### src/rtl/rtg_pkg.sv
package rtg_pkg;
    timeunit 1ns;
    timeprecision 1ps;

    // width of one programmable region edge
    localparam int RTG_FW     = 12;
    // width of the register data bus and address
    localparam int RTG_DW     = 32;
    localparam int RTG_AW     = 3;
    // lsb of the upper packed field in a timing word
    localparam int RTG_HI_LSB = 16;

    // control word bit positions
    localparam int CB_VSTOP = 0;
    localparam int CB_HPOL  = 1;
    localparam int CB_HSTOP = 2;
    localparam int CB_VPOL  = 3;
    localparam int CB_RUN   = 31;
    // release bit in the reset word
    localparam int RB_REL   = 8;

    typedef logic [RTG_FW-1:0] rtg_cnt_t;

    // region edges of one axis, in the order the regions are visited
    typedef struct packed {
        rtg_cnt_t total;
        rtg_cnt_t sync_end;
        rtg_cnt_t brd_lead;
        rtg_cnt_t disp_start;
        rtg_cnt_t brd_trail;
        rtg_cnt_t fporch;
    } rtg_axis_cfg_t;

    typedef enum logic [RTG_AW-1:0] {
        RA_H_TOT   = 3'd0,
        RA_H_LEAD  = 3'd1,
        RA_H_TRAIL = 3'd2,
        RA_V_TOT   = 3'd3,
        RA_V_LEAD  = 3'd4,
        RA_V_TRAIL = 3'd5,
        RA_CTRL    = 3'd6,
        RA_RST     = 3'd7
    } rtg_addr_e;

endpackage

### src/rtl/rtg_regs.sv
module rtg_regs
    import rtg_pkg::*;
(
    input  logic                clk_i,
    input  logic                rst_ni,
    input  logic                wr_en_i,
    input  logic [RTG_AW-1:0]   wr_addr_i,
    input  logic [RTG_DW-1:0]   wr_data_i,
    output rtg_axis_cfg_t       pend_h_o,
    output rtg_axis_cfg_t       pend_v_o,
    output logic                run_o,
    output logic                hpol_o,
    output logic                vpol_o
);
    timeunit 1ns;
    timeprecision 1ps;

    localparam int N_SLOT = 3;

    typedef struct packed {
        logic          rel;
        logic          run;
        logic          hstop;
        logic          vstop;
        logic          hpol;
        logic          vpol;
        rtg_axis_cfg_t ph;
        rtg_axis_cfg_t pv;
    } regs_t;

    regs_t     st_d, st_q;
    rtg_addr_e addr;

    assign addr = rtg_addr_e'(wr_addr_i);

    // place the two packed fields of a timing word into the pending set
    function automatic rtg_axis_cfg_t put_pair(rtg_axis_cfg_t c, int slot,
                                               logic [RTG_DW-1:0] w);
        rtg_axis_cfg_t r;
        rtg_cnt_t      lo;
        rtg_cnt_t      hi;
        r  = c;
        lo = w[RTG_FW-1:0];
        hi = w[RTG_HI_LSB +: RTG_FW];
        case (slot)
            0:       begin r.total     = lo; r.sync_end   = hi; end
            1:       begin r.brd_lead  = lo; r.disp_start = hi; end
            default: begin r.brd_trail = lo; r.fporch     = hi; end
        endcase
        return r;
    endfunction

    always_comb begin
        st_d = st_q;
        if (!st_q.rel) begin
            st_d.run   = 1'b0;
            st_d.hstop = 1'b0;
            st_d.vstop = 1'b0;
            st_d.hpol  = 1'b0;
            st_d.vpol  = 1'b0;
        end
        if (wr_en_i) begin
            if (addr == RA_RST) begin
                st_d.rel = wr_data_i[RB_REL];
            end else if (st_q.rel) begin
                if (addr == RA_CTRL) begin
                    st_d.run   = wr_data_i[CB_RUN];
                    st_d.hstop = wr_data_i[CB_HSTOP];
                    st_d.vstop = wr_data_i[CB_VSTOP];
                    st_d.hpol  = wr_data_i[CB_HPOL];
                    st_d.vpol  = wr_data_i[CB_VPOL];
                end else if (int'(wr_addr_i) < N_SLOT) begin
                    st_d.ph = put_pair(st_q.ph, int'(wr_addr_i), wr_data_i);
                end else begin
                    st_d.pv = put_pair(st_q.pv, int'(wr_addr_i) - N_SLOT, wr_data_i);
                end
            end
        end
    end

    always_ff @(posedge clk_i) begin
        if (!rst_ni) begin
            st_q     <= '0;
            st_q.rel <= 1'b1;
        end else begin
            st_q     <= st_d;
        end
    end

    assign pend_h_o = st_q.ph;
    assign pend_v_o = st_q.pv;
    assign run_o    = st_q.rel & st_q.run & ~st_q.hstop & ~st_q.vstop;
    assign hpol_o   = st_q.hpol;
    assign vpol_o   = st_q.vpol;

    // a held block comes out of the next edge with control cleared
    p_held_ctrl_clear_r9: assert property (@(posedge clk_i) disable iff (!rst_ni)
        !st_q.rel |=> (!run_o && !hpol_o && !vpol_o));

endmodule

### src/rtl/rtg_axis.sv
module rtg_axis
    import rtg_pkg::*;
(
    input  logic           clk_i,
    input  logic           rst_ni,
    input  logic           clear_i,
    input  logic           adv_i,
    input  logic           load_i,
    input  rtg_axis_cfg_t  pend_i,
    output rtg_cnt_t       pos_o,
    output logic           last_o,
    output logic           sync_o,
    output logic           rect_o,
    output logic           disp_o,
    output rtg_axis_cfg_t  cfg_o
);
    timeunit 1ns;
    timeprecision 1ps;

    typedef struct packed {
        rtg_cnt_t      pos;
        rtg_axis_cfg_t cfg;
    } axis_t;

    axis_t ax_d, ax_q;

    always_comb begin
        ax_d = ax_q;
        if (clear_i) begin
            ax_d.pos = '0;
        end else if (adv_i) begin
            ax_d.pos = last_o ? '0 : ax_q.pos + rtg_cnt_t'(1);
        end
        if (load_i) begin
            ax_d.cfg = pend_i;
        end
    end

    always_ff @(posedge clk_i) begin
        if (!rst_ni) begin
            ax_q <= '0;
        end else begin
            ax_q <= ax_d;
        end
    end

    assign pos_o  = ax_q.pos;
    assign cfg_o  = ax_q.cfg;
    assign last_o = (ax_q.pos == ax_q.cfg.total - rtg_cnt_t'(1));
    assign sync_o = (ax_q.pos < ax_q.cfg.sync_end);
    assign rect_o = (ax_q.pos >= ax_q.cfg.brd_lead) && (ax_q.pos < ax_q.cfg.fporch);
    assign disp_o = (ax_q.pos >= ax_q.cfg.disp_start) && (ax_q.pos < ax_q.cfg.brd_trail);

    // the position never leaves the programmed period
    p_pos_in_period_r2: assert property (@(posedge clk_i) disable iff (!rst_ni)
        (ax_q.cfg.total != '0) |-> (ax_q.pos < ax_q.cfg.total));

endmodule

### src/rtl/raster_tgen.sv
module raster_tgen
    import rtg_pkg::*;
(
    input  logic               clk_i,
    input  logic               rst_ni,
    input  logic               wr_en_i,
    input  logic [RTG_AW-1:0]  wr_addr_i,
    input  logic [RTG_DW-1:0]  wr_data_i,
    output logic               hsync_o,
    output logic               vsync_o,
    output logic               active_o,
    output logic               border_o,
    output logic [RTG_FW-1:0]  h_pos_o,
    output logic [RTG_FW-1:0]  v_pos_o
);
    timeunit 1ns;
    timeprecision 1ps;

    localparam int NAX  = 2;
    localparam int AX_H = 0;
    localparam int AX_V = 1;

    rtg_axis_cfg_t  pend [NAX];
    rtg_axis_cfg_t  live [NAX];
    rtg_cnt_t       pos  [NAX];
    logic [NAX-1:0] last, sync, rect, disp, adv;
    logic           run, hpol, vpol, frame_end, load, clear;

    rtg_regs i_regs (
        .clk_i     (clk_i),
        .rst_ni    (rst_ni),
        .wr_en_i   (wr_en_i),
        .wr_addr_i (wr_addr_i),
        .wr_data_i (wr_data_i),
        .pend_h_o  (pend[AX_H]),
        .pend_v_o  (pend[AX_V]),
        .run_o     (run),
        .hpol_o    (hpol),
        .vpol_o    (vpol)
    );

    // each axis advances only when every faster axis wraps
    always_comb begin
        adv[AX_H] = run;
        adv[AX_V] = run & last[AX_H];
    end

    assign frame_end = run & (&last);
    assign clear     = ~run;
    assign load      = ~run | frame_end;

    for (genvar a = 0; a < NAX; a++) begin : g_axis
        rtg_axis i_axis (
            .clk_i   (clk_i),
            .rst_ni  (rst_ni),
            .clear_i (clear),
            .adv_i   (adv[a]),
            .load_i  (load),
            .pend_i  (pend[a]),
            .pos_o   (pos[a]),
            .last_o  (last[a]),
            .sync_o  (sync[a]),
            .rect_o  (rect[a]),
            .disp_o  (disp[a]),
            .cfg_o   (live[a])
        );
    end

    assign hsync_o  = (run & sync[AX_H]) ? hpol : ~hpol;
    assign vsync_o  = (run & sync[AX_V]) ? vpol : ~vpol;
    assign active_o = run & (&disp);
    assign border_o = run & (&rect) & ~(&disp);
    assign h_pos_o  = run ? pos[AX_H] : '0;
    assign v_pos_o  = run ? pos[AX_V] : '0;

    // every start shows the frame origin
    p_start_at_origin_r7: assert property (@(posedge clk_i) disable iff (!rst_ni)
        $rose(run) |-> (h_pos_o == '0 && v_pos_o == '0));

    // the line position only moves together with a pixel wrap
    p_line_waits_wrap_r2: assert property (@(posedge clk_i) disable iff (!rst_ni)
        (run && $past(run) && h_pos_o != '0) |-> $stable(v_pos_o));

    // the applied timing stays fixed away from the frame origin
    p_live_frozen_r8: assert property (@(posedge clk_i) disable iff (!rst_ni)
        (run && $past(run) && (h_pos_o != '0 || v_pos_o != '0))
            |-> ($stable(live[AX_H]) && $stable(live[AX_V])));

    // a line with a sync pulse begins with sync asserted
    p_line_opens_sync_r3: assert property (@(posedge clk_i) disable iff (!rst_ni)
        (run && h_pos_o == '0 && live[AX_H].sync_end != '0) |-> (hsync_o == hpol));

endmodule

### config.mk
export PLATFORM = sky130hd
export DESIGN_NAME = raster_tgen
export DESIGN_NICKNAME = d
export VERILOG_FILES = /design/src/rtl/rtg_pkg.sv /design/src/rtl/rtg_regs.sv /design/src/rtl/rtg_axis.sv /design/src/rtl/raster_tgen.sv
export SDC_FILE = /design/constraint.sdc
export NUM_CORES = 1
export LEC_CHECK = 0
export ABC_AREA = 1
export ABC_CLOCK_PERIOD_IN_PS = 2100
export BUFFER_PORTS_ARGS = -buffer_cell sky130_fd_sc_hd__buf_2
export CORE_MARGIN = 1
export CORE_UTILIZATION = 25
export DETAILED_ROUTE_END_ITERATION = 8
export GPL_TIMING_DRIVEN = 0
export MAX_ROUTING_LAYER = met4
export PLACE_DENSITY = 0.43
export SYNTH_ARGS = -nofsm -noshare
export SYNTH_HDL_FRONTEND = slang
export SYNTH_SLANG_ARGS = --single-unit
### constraint.sdc
create_clock -name clk_i -period 2.1 [get_ports clk_i]
set_input_delay 0.42 -clock clk_i [delete_from_list [all_inputs] [get_ports clk_i]]
set_output_delay 0.42 -clock clk_i [all_outputs]
set_load 0.1 [all_outputs]
### Word-level counts from Yosys, hierarchy flattened

Index checks and enable logic that the tools add are counted.

| storage, ports and cells | value |
|---|---|
| bits in registers | 318 |
| input bits | 38 |
| word-level logic and storage cells | 116 |

| operators by class | value |
|---|---|
| add/sub/neg operators | 5 |
| $lt $le $gt $ge | 11 |
| equal/unequal tests | 6 |
| muxes and demuxes | 19 |
| bitwise logic cells | 23 |
| reductions and logical operators | 20 |

Operators with widths:

| cell | count |
|---|---|
| $mux 149 | 3 |
| $mux 144 | 1 |
| $mux 24 | 6 |
| $mux 72 | 2 |
| $lt 12x12->1 | 6 |
| $ge 12x12->1 | 4 |
| $mux 12 | 3 |
| $reduce_and 6->1 | 6 |
| $eq 32x1->1 const B | 1 |
| $logic_not 32->1 | 1 |
| $add 12x1->12 const B | 2 |
| $eq 12x12->1 | 2 |
| $sub 12x1->12 const B | 2 |
| $not 1->1 | 12 |
| $and 1x1->1 | 10 |
| $mux 5 | 2 |
| $reduce_and 2->1 | 5 |
| $eq 3x3->1 const B | 2 |
| $logic_and 1x1->1 | 4 |
| $reduce_or 2->1 | 2 |
| $sub 3x2->4 const B | 1 |
| $eq 3x1->1 const B | 1 |
| $logic_not 3->1 | 1 |
| $lt 3x2->1 const B | 1 |
| 3 further kinds | 4 |

### Longest topological paths before layout

Gate-level depths: netlist of the first run.

| depth | value |
|---|---|
| word-level depth | 9 |
| depth in mapped cells | 18 |

### Cells and area by module

Synthesis of the first run repeated with hierarchy kept, for this count alone.

| unflattened totals | value |
|---|---|
| cells, all modules | 2387 |
| area, all modules | 17061.4 µm² |

Modules (own cells, without submodules):

| module | times used | cells each | area each (µm²) | sequential area each (µm²) |
|---|---|---|---|---|
| rtg_axis | 2 | 668 | 4924.7 | 1681.6 |
| rtg_regs | 1 | 980 | 6935.4 | 3002.9 |
| raster_tgen | 1 | 71 | 276.5 | 0.0 |

### Worst setup path after synthesis of the first run

Ideal clock, no wire load.

| timing | value |
|---|---|
| path kind | register to output |
| from | register g_axis[1].i_axis.ax_q, in the netlist g_axis[1].i_axis.pos_o[7] |
| to | output port active_o |
| data arrival time | 3334 ps |
| required time | 1680 ps |
| path slack | -1654 ps |
| stages on the path, launching flop included | 8 |
| path through | dfxtp_1 ha_1 a21oi_1 o21a_1 o221ai_1 a21oi_1 nand2_1 nor3_1 |

| on the way | value |
|---|---|
| longest elaborated chain between the ends | 4 |

Ends and longest elaborated chain:

| item | RTL line | RTL |
|---|---|---|
| from (decl) | rtg_axis.sv:25 | `axis_t ax_d, ax_q;` |
| from (signal assigned) | rtg_axis.sv:41 | `ax_q <= '0;` |
| from (signal assigned) | rtg_axis.sv:43 | `ax_q <= ax_d;` |
| $ge 12x12->1 / $lt 12x12->1 (equally long branches) | rtg_axis.sv:52 | `assign disp_o = (ax_q.pos >= ax_q.cfg.disp_start) && (ax_q.pos < ax_q.cfg.brd_trail);` |
| $logic_and 1x1->1 (*) | rtg_axis.sv:52 |  |
| $reduce_and 2->1 (*) | raster_tgen.sv:71 | `assign active_o = run & (&disp);` |
| $and 1x1->1 (*) | raster_tgen.sv:71 |  |
| to (decl) | raster_tgen.sv:11 | `output logic active_o,` |

Mark *: on every way between the ends. The rest lies on a longest branch, timed or not.

### Worst setup path after layout of the first run

| timing | value |
|---|---|
| from | register g_axis[1].i_axis.ax_q, in the netlist g_axis[1].i_axis.pos_o[11] |
| to | output port border_o |

| on the way | value |
|---|---|
| longest elaborated chain between the ends | 5 |

Ends and longest elaborated chain:

| item | RTL line | RTL |
|---|---|---|
| $ge 12x12->1 (tied with other cells) | rtg_axis.sv:51 | `assign rect_o = (ax_q.pos >= ax_q.cfg.brd_lead) && (ax_q.pos < ax_q.cfg.fporch);` |
| $logic_and 1x1->1, on equally long branches | rtg_axis.sv:51, rtg_axis.sv:52 |  |
| $reduce_and 2->1 | raster_tgen.sv:72 | `assign border_o = run & (&rect) & ~(&disp);` |
| $and 1x1->1 / $not 1->1 (equally long branches) | raster_tgen.sv:72 |  |
| $and 1x1->1 (*) | raster_tgen.sv:72 |  |
| to (decl) | raster_tgen.sv:12 | `output logic border_o,` |

Marks and branches as above.

==> results of run 1 <==
[report_power, final]
part | switching (mW) | internal (mW)
registers | 0.153 | 6.22
logic | 1.32 | 0.763
clock network | 2.78 | 3.88
[state kept, by name, summed over array words and instances, names as in the netlist]
signal,count
i_regs.pend_h_o,72
i_regs.vpol_o,1
i_regs.st_q,4
i_regs.hpol_o,1
g_axis.i_axis.cfg_o,144
i_regs.pend_v_o,72
g_axis.i_axis.pos_o,24
[worst reg2reg max path, stage by stage, from the launching register on]
cell and delay [ns]:
sky130_fd_sc_hd__dfxtp_4 0.39, sky130_fd_sc_hd__inv_8 0.05, sky130_fd_sc_hd__ha_4 0.27, sky130_fd_sc_hd__nor2_2 0.04, sky130_fd_sc_hd__nor2_2 0.12, sky130_fd_sc_hd__nand3_1 0.10
sky130_fd_sc_hd__nor2_2 0.12, sky130_fd_sc_hd__nand4_1 0.13, sky130_fd_sc_hd__buf_4 0.17, sky130_fd_sc_hd__nor2_4 0.11, sky130_fd_sc_hd__nand2_4 0.07, sky130_fd_sc_hd__nor2_4 0.23
sky130_fd_sc_hd__buf_6 0.15, sky130_fd_sc_hd__nor2_4 0.04, sky130_fd_sc_hd__buf_8 0.14, sky130_fd_sc_hd__buf_12 0.15, sky130_fd_sc_hd__nor2_4 0.08, sky130_fd_sc_hd__nor2_1 0.04
[synthesized netlist by cell type (5+ instances only)]
cell	n
sky130_fd_sc_hd__nor2_1	477
sky130_fd_sc_hd__nand2_1	395
sky130_fd_sc_hd__dfxtp_1	318
sky130_fd_sc_hd__inv_1	270
sky130_fd_sc_hd__nand3_1	218
sky130_fd_sc_hd__o21ai_0	147
sky130_fd_sc_hd__a21oi_1	141
sky130_fd_sc_hd__ha_1	120
sky130_fd_sc_hd__clkbuf_1	77
sky130_fd_sc_hd__nor2_2	69
sky130_fd_sc_hd__nor3_1	24
sky130_fd_sc_hd__xor2_1	15
sky130_fd_sc_hd__buf_2	14
sky130_fd_sc_hd__buf_6	14
sky130_fd_sc_hd__nand4_1	12
sky130_fd_sc_hd__xnor2_1	11
sky130_fd_sc_hd__buf_1	10
sky130_fd_sc_hd__inv_2	10
sky130_fd_sc_hd__nand3_2	9
sky130_fd_sc_hd__o211ai_1	5
[cells in the final DEF, fill, tap and decap left out, types with 55 or more instances in the layout]
| cell | n |
|---|---|
| sky130_fd_sc_hd__a21oi_1 | 128 |
| sky130_fd_sc_hd__buf_12 | 73 |
| sky130_fd_sc_hd__buf_4 | 59 |
| sky130_fd_sc_hd__clkbuf_1 | 55 |
| sky130_fd_sc_hd__dfxtp_1 | 284 |
| sky130_fd_sc_hd__ha_1 | 98 |
| sky130_fd_sc_hd__inv_1 | 252 |
| sky130_fd_sc_hd__nand2_1 | 365 |
| sky130_fd_sc_hd__nand3_1 | 131 |
| sky130_fd_sc_hd__nand3_2 | 91 |
| sky130_fd_sc_hd__nor2_1 | 336 |
| sky130_fd_sc_hd__nor2_2 | 56 |
| sky130_fd_sc_hd__nor2_4 | 159 |
| sky130_fd_sc_hd__o21ai_0 | 139 |
[metal layers]
metal	GRT usage, %	wire (um)	vias to the layer above
met5	-	0	-
li1	-	-	8118
met1	25.7	30300	7678
met4	6.32	2190	0
met2	33.8	32000	300
met3	2.26	2440	105
[final cells by class]
class / count / area [um^2] / share of cell area [%]
diodes: 2 / 5.00 / 0.0207
plain buffers: 108 / 948 / 3.92
clock buffers: 52 / 1090 / 4.49
clock inverters: 15 / 144 / 0.595
inverters: 281 / 1100 / 4.53
multi-input cells: 1689 / 10900 / 45.1
flip-flops and latches: 318 / 6460 / 26.7
well taps: 864 / 1080 / 4.47
repair buffers: 188 / 2450 / 10.1
[kinds of logic after synthesis]
kind of cell | after synthesis
and+or+nand+nor | 1226
buffers and inverters | 396
DFF | 318
AOI/OAI and AO/OA | 314
adders and majority gates | 120
xor gates and xnor gates | 27
[worst paths after layout]
check / endpoint / slack, ns / depth (start not counted)
max: border_o / -0.94 / 10
min: i_regs.st_q[148]$_SDFF_PN0_ / 0.09 / 3
max reg2reg: g_axis[1].i_axis.cfg_o[57]$_SDFFE_PN0P_ / -0.41 / 17
min reg2reg: g_axis[0].i_axis.cfg_o[45]$_SDFFE_PN0P_ / 0.48 / 2
[timing repair]
item,4_1_cts,5_1_grt
endpoints found under the setup margin,289,298
buffers inserted,66,47
cloned,33,3
resized for setup,468,353
pin swaps,93,123
==> reports/qor.yml, run 1 <==
synthAdderAreaFrac_pct: 9.03
synth_area_leader: "sky130_fd_sc_hd__dfxtp_1"
flow.area_growth_from_synthesis_pct: 45.4
post-route-drc-count: 0
fin_nets: 2782
worstHoldStart: "wr_data_i[31]"
detail_route.first_pass.iterations: 5
timing.final.crit_share_pct: 145
timing.fmax_ghz: 0.329
grt.overflow.total: 0
cp.buffers_inverters: 3
ios: 66
cts-root-to-sink-buffers: 3
syn-mean-instance-area_um2: 6.93
cpLargestDelayFamily: "simple AND/OR/NAND/NOR gates"
vdd_ir_drop_max_mv: 0.474
routed_wirelength_um: 66900
htree_levels: 2
worstSkewPairLatency_ns: 0.57
holdWs_ns: 0.0929
core_area_um2: 65700
fin_setup_tns_ns: -68.83
netlist-cell-type-count: 40
clock-sinks: 318
die_y_um: 260
leakagePower_nw: 9.83
numPortBuffers: 57
worst_setup_hold_path_clk_slew_ns: 0.06
synth_top_family_by_area: "simple AND/OR/NAND/NOR gates"
ctsHoldBuffers: 0
setup_slack_ns: -0.944
power_mw: 15.1
yosys-mux-area-fraction_pct: 0
die_area_um2: 67600
synth-seq-area-share_pct: 38.3
path_common_cell: "sky130_fd_sc_hd__nand4_1"
final_core_utilization_pct: 36.8
dpl.hpwl_um: 44400
crit_slowest_cell: "sky130_fd_sc_hd__dfxtp_4"
placed_cells: 3322
cp-end-kind: "output pin"
worstPathCellList: "ha_4 > nand2_4 > buf_4 > o21a_1 > nand4_1 > o21ai_2 > inv_2 > nand4_1 > nor2_4 > buf_12"
grt_pass1_vias: 15800
postSynthRegisterBits: 318
synth.net_count: 2559
detailed_place.area_um2: 18400
xor_xnor_fraction_of_synth_area_pct: 1.47
critical_path_arrival_ns: 2.62
r2r_start: "g_axis[1].i_axis.cfg_o[60]$_SDFFE_PN0P_"
yosys.area_share.simple_pct: 31.8
post-route-min-period_ns: 3.04
post_drt_wl_per_cell_um: 19.0
std_cell_rows: 94
power.density_nw_per_um2: 625
layout-drive-gt1-share_pct: 28.8
fraction_of_registers_with_async_set_reset_pct: 0
hold_viol: 0
grt_max_degree: 17
yosys_warnings: 0
crit_start: "g_axis[1].i_axis.pos_o[11]$_SDFFE_PN0P_"
criticalPathCategory: "reg2out"
total_global_route_track_usage_pct: 20.4
vias_per_cell: 4.61
design_area_um2: 24200
slew_violations: 0
outcome: "complete, but fails checks"
tightest_slew_ns: 0.924
maxSlewHeadroom_pct: 38.4
initial_utilization_pct: 25.3
cts.root.buffer_cell: "sky130_fd_sc_hd__clkbuf_16"
worst-path-max-fanout: 5
synthesized_area_fraction_occupied_by_ao_oa_aoi_and_oai_cells_pct: 9.79
drtAntennaViolNets: 0
crit_path_max_incr_delay_ns: 0.40
detail_route.iter0.violations: 876
stdcell_count: 3517
critPathLaunchType: "register"
max_cap_viol_count: 0
finalSetupViolCount: 184
mappedNetlistArea_um2: 16600
holdCritPathClass: "in2reg"
filler_cell_count: 6900
violations: "negative setup slack"
vias: 16200
fin_worst_skew_ns: 0.0246
netlist_top_cells_area: "sky130_fd_sc_hd__dfxtp_1 (38%), sky130_fd_sc_hd__nor2_1 (11%), sky130_fd_sc_hd__ha_1 (9.0%)"
worst-endpoint-required_ns: 1.68
syn_inst: 2401
grt_first_pass_wirelength_um: 99100
tritoncts.num_buffers: 38
rsz0062_at_grt: "true"
synth_ff_type: "sky130_fd_sc_hd__dfxtp_1"
cts_tree: "done"
synth_top_cell_area_share_pct: 38.3
grt_antenna_before_repair: 2
fp.dieW_um: 260
preCtsSetupSlack_ns: -1.22
post_synth_edffs: 0
gpl.final_weighted_congestion: 0.874
No activity file was read; power rests on OpenSTA's default activity.
==> run 2: changes to the inputs <==
- SYNTH_HIERARCHICAL: default -> 1
==> run 2 against run 1 <==
  * The flow still finishes with violations (negative setup slack)
  * Sequential share of layout area grew 0.16 points
  * Sequential power is 0.9% lower
  * Clock-buffer cell count rose by 3
  * Non-clock buffer count rose by 107
  * Via count shrank 3.5%
  * Utilization down 1.1 points
  * First-iteration DRC count decreased by 7.6%
  * Hold slack improved by 0.033 ns
  * Critical path depth stayed put
  * Global-route usage decreased by 2.7 points
  * Combinational power up 4%
  * Cell count fell by 0.88%
  * Critical endpoint unchanged
==> reports/qor.yml, run 2 <==
outcome: "complete, but fails checks"
violations: "negative setup slack"
largest_register_ffs: 144
fin_worst_skew_ns: 0.0187
holdCritPathClass: "in2reg"
preCtsSetupSlack_ns: -1.39
wl_met1_um: 28500
slew_violations: 0
timing.hold.worst_path_depth: 3
initial_utilization_pct: 25.3
timing.final.crit_share_pct: 142
detail_route.iter0.violations: 809
max_cap_viol_count: 0
routed_wirelength_um: 60200
synth_area_leader: "sky130_fd_sc_hd__dfxtp_1"
die_area_um2: 69300
finalSetupViolCount: 184
vias_per_cell: 4.49
postSynthRegisterBits: 318
power.density_nw_per_um2: 641
total_global_route_track_usage_pct: 17.7
grt_max_degree: 13
grt_antenna_before_repair: 1
syn-mean-instance-area_um2: 7.15
netlist-cell-type-count: 37
stdcell_count: 3486
worst-endpoint-required_ns: 1.68
die_y_um: 263
placed_cells: 3317
fp.dieW_um: 263
r2r_cells: 19
worst_setup_hold_path_clk_slew_ns: 0.06
netlist_top_cells_area: "sky130_fd_sc_hd__dfxtp_1 (37%), sky130_fd_sc_hd__ha_1 (8.8%), sky130_fd_sc_hd__nor2_1 (8.8%)"
highest-signal-layer: "met4"
ios: 66
critPathLaunchType: "register"
post-route-drc-count: 0
syn_inst: 2387
grt_first_pass_wirelength_um: 90200
mappedNetlistArea_um2: 17100
vdd_ir_drop_max_mv: 0.426
antennaDiodeCount: 0
ctsHoldBuffers: 0
tightest_slew_ns: 0.872
vias: 15600
post_synth_edffs: 0
synth_top_cell_area_share_pct: 37.3
worstSkewPairLatency_ns: 0.56
detailroute.wirelength.met2_um: 27500
yosys_warnings: 6
detail_route.first_pass.iterations: 5
htree_levels: 2
fraction_of_registers_with_async_set_reset_pct: 0
setup_slack_ns: -0.880
post-route-min-period_ns: 2.98
critical_path_arrival_ns: 2.56
filler_cell_count: 6930
drtAntennaViolNets: 0
layout.cells.most_common_list: "sky130_fd_sc_hd__nor2_1 (373), sky130_fd_sc_hd__nand2_1 (357), sky130_fd_sc_hd__dfxtp_1 (289)"
cts_tree: "done"
synth_most_common_cell: "sky130_fd_sc_hd__nor2_1"
cts-root-to-sink-buffers: 3
std_cell_rows: 95
hold_viol: 0
cp-end-kind: "output pin"
routed-wl-met3_um: 2560
gpl.final_weighted_congestion: 0.812
dpl.hpwl_um: 40800
flow.area_growth_from_synthesis_pct: 40.8
fin_nets: 2745
maxSlewHeadroom_pct: 41.9
criticalPathCategory: "reg2out"
core_area_um2: 67400
grt.overflow.total: 0
synth_ff_type: "sky130_fd_sc_hd__dfxtp_1"
mostFrequentLayoutCell: "sky130_fd_sc_hd__nor2_1"
synth-seq-area-share_pct: 37.3
numPortBuffers: 57
cts.root.buffer_cell: "sky130_fd_sc_hd__clkbuf_16"
tritoncts.num_buffers: 39
worst-path-max-fanout: 7
rsz0062_at_grt: "true"
synth.net_count: 2545
timing.fmax_ghz: 0.336
grt_pass1_vias: 15400
yosys-top-cells-count: "sky130_fd_sc_hd__nor2_1 (400), sky130_fd_sc_hd__nand2_1 (399), sky130_fd_sc_hd__dfxtp_1 (318)"
leakagePower_nw: 10.5
post_drt_wl_per_cell_um: 17.3
layout-drive-gt1-share_pct: 35.5
holdWs_ns: 0.126
clock-sinks: 318
run 2: final cells by class:
type	instances	area [um^2]	area share [%]
Buffer	242	2080	8.67
Clock buffer	55	1160	4.82
Clock inverter	12	139	0.578
Inverter	272	1150	4.78
Multi-Input combinational cell	1553	9890	41.2
Sequential cell	318	6460	26.9
Tap cell	873	1090	4.55
Timing Repair Buffer	161	2050	8.55
run 2: per-layer routing:
metal  track usage, %  vias to the layer above
li1                 -                     7887
met1             23.1                     7419
met2             28.0                      242
met3             2.34                       91
met4             6.04                        0
met5                -                        -
run 2: worst paths after layout:
path | slack, ns | start | endpoint
max | -0.88 | g_axis[0].i_axis/pos_o[9]$_SDFFE_PP0P_ | border_o
min | 0.13 | wr_data_i[23] | i_regs/pend_h_o[7]$_SDFFE_PN0P_
max reg2reg | -0.60 | g_axis[0].i_axis/cfg_o[61]$_SDFFE_PN0P_ | g_axis[0].i_axis/cfg_o[69]$_SDFFE_PN0P_
min reg2reg | 0.47 | g_axis[1].i_axis/cfg_o[30]$_SDFFE_PN0P_ | g_axis[1].i_axis/cfg_o[30]$_SDFFE_PN0P_
run 2: cell families after synthesis:
logic type / Yosys count / synth area share, %
flip-flops: 318 / 37.3
adder cells (fa/ha/maj): 120 / 8.80
XOR/XNOR: 26 / 1.33
AO/OA/AOI/OAI: 405 / 12.6
AND/OR/NAND/NOR: 1002 / 24.8
buffers and inverters: 516 / 15.2
run 2: per-stage QoR:
step | utilization (%) | instance area [um^2] | TNS (ns) | power [mW]
after floorplan | - | 17300 | -1.75 | 7.60
after global placement | 27.7 | 18700 | -225.20 | 8.11
after detailed placement | 27.7 | 18700 | -222.01 | 8.13
after CTS | 34.5 | 23200 | -96.61 | 15.5
after global routing | 35.6 | 24000 | -105.14 | 16.1
final | 35.6 | 24000 | -86.81 | 15.4
run 2: critical path: stages (launching register included):
cell and delay, ns:
sky130_fd_sc_hd__dfxtp_4 0.38, sky130_fd_sc_hd__buf_12 0.14, sky130_fd_sc_hd__ha_1 0.30, sky130_fd_sc_hd__a21oi_1 0.15, sky130_fd_sc_hd__o221ai_1 0.18, sky130_fd_sc_hd__a21oi_4 0.22
sky130_fd_sc_hd__nand2_2 0.10, sky130_fd_sc_hd__inv_2 0.07, sky130_fd_sc_hd__nand3_2 0.09, sky130_fd_sc_hd__nor2_4 0.16, sky130_fd_sc_hd__buf_12 0.19
run 2: repair_timing:
item / 4_1_cts / 5_1_grt
resized for setup: 730 / 133
gates cloned: 21 / 2
setup buffers: 58 / 26
setup endpoints to repair: 196 / 190
pin swaps: 28 / 46
run 2: report_power, final:
part	switching [mW]	total, mW	internal (mW)
Clock	2.74	6.93	4.19
Sequential	0.0957	6.31	6.21
Combinational	1.32	2.16	0.838
